`src/rtl/rflag_pkg.sv`:
```
package rflag_pkg;

   typedef struct packed {
      logic ready;
      logic steady;
   } flag_pair_t;

   function automatic int cnt_bits(input int n);
      return (n < 2) ? 1 : $clog2(n + 1);
   endfunction

endpackage

```
`src/rtl/rflag_blank_timer.sv`:
```
module rflag_blank_timer #(
   parameter int BLANK_CYC = 100
) (
   input  logic clk,
   input  logic rst_n,
   input  logic start,
   input  logic cancel,
   output logic active
);

   generate
      if (BLANK_CYC == 1) begin : g_single
         logic act_q;
         always_ff @(posedge clk) begin
            if (!rst_n)      act_q <= 1'b0;
            else if (cancel) act_q <= 1'b0;
            else             act_q <= start;
         end
         assign active = act_q;
      end else begin : g_count
         localparam int CW = rflag_pkg::cnt_bits(BLANK_CYC);
         localparam logic [CW-1:0] LOAD = CW'(BLANK_CYC);
         localparam logic [CW-1:0] ONE  = CW'(1);
         logic [CW-1:0] cnt_q;
         always_ff @(posedge clk) begin
            if (!rst_n)               cnt_q <= '0;
            else if (cancel)          cnt_q <= '0;
            else if (start)           cnt_q <= LOAD;
            else if (cnt_q != '0)     cnt_q <= cnt_q - ONE;
         end
         assign active = (cnt_q != '0);
      end
   endgenerate

endmodule

```
`src/rtl/rflag_word_fill.sv`:
```
module rflag_word_fill #(
   parameter int RES_W = 24
) (
   input  logic [RES_W-1:0] raw,
   input  logic             no_ref,
   output logic [RES_W-1:0] word
);

   localparam logic [RES_W-1:0] ALL_ONES = {RES_W{1'b1}};

   always_comb begin
      word = no_ref ? ALL_ONES : raw;
   end

endmodule

```
`src/rtl/rflag_seq.sv`:
```
module rflag_seq (
   input  logic                   clk,
   input  logic                   rst_n,
   input  logic                   upd,
   input  logic                   rd,
   input  logic                   warn,
   input  logic                   fast,
   input  logic                   settled,
   input  logic                   blank,
   output rflag_pkg::flag_pair_t  flags,
   output logic                   blank_go
);

   logic rdy_q;
   logic stdy_q;
   logic read_ok;

   assign read_ok  = rd & ~blank;
   assign blank_go = warn & ~rdy_q & ~read_ok & ~upd;

   always_ff @(posedge clk) begin
      if (!rst_n) begin
         rdy_q  <= 1'b1;
         stdy_q <= 1'b1;
      end else if (upd) begin
         rdy_q <= 1'b0;
         if (fast) stdy_q <= ~settled;
      end else if (read_ok) begin
         rdy_q <= 1'b1;
         if (!fast) stdy_q <= 1'b0;
      end else if (blank_go) begin
         stdy_q <= 1'b1;
      end
   end

   assign flags.ready  = rdy_q | blank;
   assign flags.steady = stdy_q;

endmodule

```
`src/rtl/rdy_flag_ctrl.sv`:
```
module rdy_flag_ctrl #(
   parameter int RES_W     = 24,
   parameter int BLANK_CYC = 100
) (
   input  logic             clk,
   input  logic             rst_n,
   input  logic             upd_stb,
   input  logic             warn_stb,
   input  logic             word_rd,
   input  logic             fast_mode,
   input  logic             filt_settled,
   input  logic             ref_missing,
   input  logic [RES_W-1:0] conv_word,
   output logic             rdy,
   output logic             rdy_pin,
   output logic             steady,
   output logic [RES_W-1:0] res_word
);

   if (RES_W < 1) begin : g_bad_width
      $error("rdy_flag_ctrl: RES_W must be at least 1");
   end
   if (BLANK_CYC < 1) begin : g_bad_blank
      $error("rdy_flag_ctrl: BLANK_CYC must be at least 1");
   end

   rflag_pkg::flag_pair_t flags;
   logic                  blank_act;
   logic                  blank_go;
   logic [RES_W-1:0]      fill_word;
   logic [RES_W-1:0]      res_q;

   rflag_blank_timer #(.BLANK_CYC(BLANK_CYC)) u_timer (
      .clk    (clk),
      .rst_n  (rst_n),
      .start  (blank_go),
      .cancel (upd_stb),
      .active (blank_act)
   );

   rflag_seq u_seq (
      .clk      (clk),
      .rst_n    (rst_n),
      .upd      (upd_stb),
      .rd       (word_rd),
      .warn     (warn_stb),
      .fast     (fast_mode),
      .settled  (filt_settled),
      .blank    (blank_act),
      .flags    (flags),
      .blank_go (blank_go)
   );

   rflag_word_fill #(.RES_W(RES_W)) u_fill (
      .raw    (conv_word),
      .no_ref (ref_missing),
      .word   (fill_word)
   );

   always_ff @(posedge clk) begin
      if (!rst_n)       res_q <= '0;
      else if (upd_stb) res_q <= fill_word;
   end

   assign res_word = res_q;
   assign rdy      = flags.ready;
   assign rdy_pin  = flags.ready;
   assign steady   = flags.steady;

endmodule

```
`config.mk`:
```
export PLATFORM = sky130hd
export DESIGN_NAME = rdy_flag_ctrl
export DESIGN_NICKNAME = d
export VERILOG_FILES = /design/src/rtl/rflag_pkg.sv /design/src/rtl/rflag_blank_timer.sv /design/src/rtl/rflag_word_fill.sv /design/src/rtl/rflag_seq.sv /design/src/rtl/rdy_flag_ctrl.sv
export SDC_FILE = /design/constraint.sdc
export NUM_CORES = 1
export LEC_CHECK = 0
export BUFFER_PORTS_ARGS = -buffer_cell sky130_fd_sc_hd__buf_4
export CORE_MARGIN = 1
export CORE_UTILIZATION = 45
export CTS_CLUSTER_DIAMETER = 50
export DETAILED_ROUTE_END_ITERATION = 8
export HOLD_SLACK_MARGIN = 0.12
export PLACE_DENSITY = 0.82
export SLEW_MARGIN = 40
export SYNTH_ARGS = -nofsm -noshare
export SYNTH_HDL_FRONTEND = slang
export SYNTH_SLANG_ARGS = --single-unit
```
`constraint.sdc`:
```
create_clock -name clk -period 2.9 [get_ports clk]
set_clock_uncertainty 0.2 [all_clocks]
set_input_delay 0.725 -clock clk [delete_from_list [all_inputs] [get_ports clk]]
set_output_delay 0.725 -clock clk [all_outputs]
set_load 0.1 [all_outputs]
```
# Word-level counts from Yosys, hierarchy flattened
# Cells that the tools add are included.
# totals
in_bits	32
elab_cells	36
register_bits	33
# classes
n_reduce_logical	7
bitwise	11
add_sub_neg	1
muxes	10
eq_ne	2
# op_table
cell	n
$mux 24	1
$mux 7	2
$mux 1	7
$reduce_bool 7->1	1
$sub 7x1->7 const B	1
$not 1->1	6
$and 1x1->1	4
$reduce_bool 2->1	2
$ne 3x3->1 const B	1
$reduce_and 3->1	1
$reduce_bool 3->1	1
$reduce_or 3->1	1
$ne 2x1->1 const B	1
$reduce_or 2->1	1
$or 1x1->1	1

# Depth between registers and ports, before layout
# logic_depth
word_depth	9
ltp_mapped	6

# Hierarchy
# From an unflattened synthesis, not the netlist that was laid out.
# unflattened
cells_unflattened	157
area_unflattened_um2	1586.5
# by_module_without_submodules
module	area_each_um2	cells_per_inst	instances
rdy_flag_ctrl	937.1	78	1
rflag_blank_timer	366.6	40	1
rflag_word_fill	172.7	26	1
rflag_seq	110.1	13	1

# Least setup slack after synthesis
# No wires, ideal clock.
# synth_path
path_kind	register to output
start	register u_timer.g_count.cnt_q[0]
end	output rdy_pin
t_arrival_ps	2303
path_stages_with_launch	7
setup_slack_ps	-328
path_buffers	2
path_cell_list	dfxtp_1 inv_1 ha_1 or3b_2 clkbuf_1 or3_1 buf_4
# synth_between
elab_chain_len	2
# synth_rtl
element	line_no	rtl
start: declaration	rflag_blank_timer.sv:24	logic [CW-1:0] cnt_q;
start signal: assignment	rflag_blank_timer.sv:29	else if (cnt_q != '0) cnt_q <= cnt_q - ONE;
$reduce_bool 7->1	rflag_blank_timer.sv:31	assign active = (cnt_q != '0);
$or 1x1->1	rflag_seq.sv:36	assign flags.ready = rdy_q | blank;
end: declaration	rdy_flag_ctrl.sv:15	output logic rdy_pin,
# No other way between the ends.

# Worst setup path in the final report
# layout_path
start	register u_timer.g_count.cnt_q[1]
end	output rdy_pin
# The elaborated chain is that of the path after synthesis.

==> flow_summary.ini <==
[placed_design]
hpwl_um = 2070
pre_cts_ws_ps = 190
portBuffers = 58
place_congestion = 0.924

[worst_setup_path]
cpMaxStageDelayCell = or3_4
criticalPathCategory = flip-flop to output pin
r2r-end = u_timer.g_count.cnt_q[4]
r2r_start = u_timer.g_count.cnt_q[1]
crit_fanout = 5
cpPeakStageDelay_ps = 410
worstSetupEndpoint = rdy_pin
critPathArrivalTime_ps = 1900
cp_top_family = simple AND/OR/NAND/NOR gates
path_cells = inv_1 -> ha_4 -> or3b_4 -> or3_4 -> buf_12
reg2reg_depth = 6
r2r_slack_ps = 930
cp-end-kind = output pin
critPathLaunchType = flip-flop
critical_path_buf_inv_count = 2
cp.depth = 5
cp.required_ps = 1980
worstSetupStartpoint = u_timer.g_count.cnt_q[1]

[sta]
fin_setup_tns_ps = 0
finalCritPeriodShare_pct = 97.4
period_needed_ps = 2820
relSlewSlack_pct = 53.0
setup_slack_ps = 76.8
rsz0062_at_grt = false
tightest_slew_ps = 699
hold_viol_final = 0
max_freq_ghz = 0.354
report.final.slew_viol_count = 0
setup_violations = 0

[finish]
antenna_cells = 0
drive_above_1_share_pct = 58.7
area_growth_pct = 41.7
seq_area_um2 = 661
fillers = 196
final_nets = 201
multiInputGateArea_um2 = 586

[drt]
drc = 0
ant_nets = 0
vias = 1187
wl_um = 3050
firstDrtPassIters = 4
post_drt_wl_per_cell_um = 15.5
first_iter_violations = 30
routed_via_density = 6.03

[cts]
cts-buffers-inserted = 5
clock_latency_ps = 320
htreeDepth = 2
cts-root-buf = clkbuf_4
cts-hold-fix-buffers = 0
cts.sinks = 33
cts_tree = yes
cts_buffer_depth = 2
clk_pin_slew_ps = 90

[floorplan]
rows = 18
die_y_um = 55.2
coreArea_um2 = 2570
initial_core_util_pct = 49.5
io_pins = 59
die_w_um = 55.2
dieArea_um2 = 3040

[global_route]
grt_start_max_net_pins = 31
grt_pass1_vias = 1019
grt_pass1_wl_um = 4350
track_usage_pct = 20.8
grt_overflow = 0
antenna_found_initial = 0

[worst_hold_path]
worstHoldStart = u_seq.stdy_q
min_path_type = flip-flop to flip-flop

[synth]
synth.area.top_cells = dfxtp_1 (52%), o221a_2 (21%), clkbuf_1 (2.4%), a31oi_1 (2.0%), nand2b_1 (1.5%)
ys_ff_latch = 33
ys.flop_type = dfxtp_1
syn_area_um2 = 1270
synth_edf_count = 0
synth_area_per_cell_um2 = 11.2
synth_warnings = 0
syn_inst = 113
yosysUniqueCellTypes = 31
synth_top_area_share_pct = 52.0
synth_top_area_cell = dfxtp_1
synth_nets = 146
synth-seq-area-share_pct = 52.0
ys_async_sr_fraction_pct = 0

[pwr]
power_density_nw_per_um2 = 753
totalPowerFinal_mw = 1.36
ir_worst_vdd_uv = 566
p_leak_nw = 0.788

[outcome]
status = finished clean

[flow_run]
drv_cap = 0
-- power breakdown --
group	leakage [nW]	switching (mW)	internal, mW
combinational	0.487	0.395	0.215
clock	0.0269	0.134	0.0840
sequential	0.274	0.0337	0.494
-- area by class of cell --
cell class	count	area share, %
Clock buffer	5	2.08
Clock inverter	1	0.278
Inverter	2	0.417
Multi-Input combinational cell	67	32.5
Sequential cell	33	36.7
Tap cell	30	2.08
Timing Repair Buffer	59	26.0
-- sequential cells by signal, indices dropped and copies added (netlist names) --
signal                 cells
u_seq.stdy_q               1
u_seq.rdy_q                1
u_timer.g_count.cnt_q      7
res_word                  24
-- cell usage after synthesis (all sizes together) (2+ instances only) --
| master | n |
|---|---|
| dfxtp | 33 |
| o221a | 24 |
| clkbuf | 8 |
| a31oi | 4 |
| nand2 | 4 |
| buf | 3 |
| nand2b | 3 |
| nor3 | 3 |
| o21ai | 3 |
| or3 | 3 |
| a211oi | 2 |
| a21oi | 2 |
| inv | 2 |
| nor2 | 2 |
| o31ai | 2 |
| or4 | 2 |
-- cell usage in the layout (no fill, tap or decap), drive strengths merged, types with 2 or more instances in the layout --
| cell type | netlist | routed |
|---|---|---|
| o21ai | 3 | 3 |
| nand2b | 3 | 3 |
| inv | 2 | 2 |
| clkbuf | 8 | 5 |
| a21oi | 2 | 2 |
| a211oi | 2 | 2 |
| dfxtp | 33 | 33 |
| or3 | 3 | 3 |
| nor3 | 3 | 3 |
| a31oi | 4 | 4 |
| nand2 | 4 | 4 |
| nor2 | 2 | 2 |
| or4 | 2 | 2 |
| o31ai | 2 | 2 |
| buf | 3 | 59 |
| o221a | 24 | 24 |
-- worst min-delay path, delay by kind of cell, from the launching register on --
family           cells  cell delay (ps)
AO/OA/AOI/OAI        1               80
flip-flops           1              320
AND/OR/NAND/NOR      1               60
-- logic make-up after synthesis --
group / synth area share (%)
AO/OA/AOI/OAI: 31.4
flip-flops: 52.0
AND/OR/NAND/NOR: 11.5
buffers and inverters: 4.13
adder cells (fa/ha/maj): 0.984
-- how the worst min path moves through the flow --
stage / depth (start not counted) / slack, ps / endpoint
3_3_place_gp: 2 / 270 / u_seq.stdy_q
2_1_floorplan: 2 / 280 / u_timer.g_count.cnt_q[6]
3_5_place_dp: 2 / 290 / u_seq.stdy_q
5_1_grt: 2 / 350 / u_seq.stdy_q
4_1_cts: 2 / 310 / u_seq.stdy_q
6_report: 2 / 310 / u_seq.stdy_q
-- what timing repair did --
item	CTS	global route
setup endpoints to repair	2	2
gates cloned	0	0
pin swaps	2	1
gates resized for setup	9	1
setup buffers	1	0
-- metal layers --
layer / vias up / global-route usage (%) / routed length, um
met5: - / 0 / 0
met4: 0 / 13.3 / 74
met3: 10 / 5.74 / 226
met2: 61 / 34.1 / 1480
met1: 560 / 23.5 / 1270
li1: 556 / - / -
-- metrics by stage --
| stage | instances | hold WS [ps] | utilization [%] | area [um^2] |
|---|---|---|---|---|
| 2_1_floorplan | 113 | 284 | - | 1280 |
| 3_3_place_gp | 190 | 270 | 66.4 | 1700 |
| 3_5_place_dp | 190 | 294 | 66.4 | 1700 |
| 4_1_cts | 197 | 308 | 69.9 | 1790 |
| 5_1_grt | 197 | 353 | 70.2 | 1800 |
| 6_report | 197 | 314 | 70.2 | 1800 |
Power figures use the tool's default switching activity.
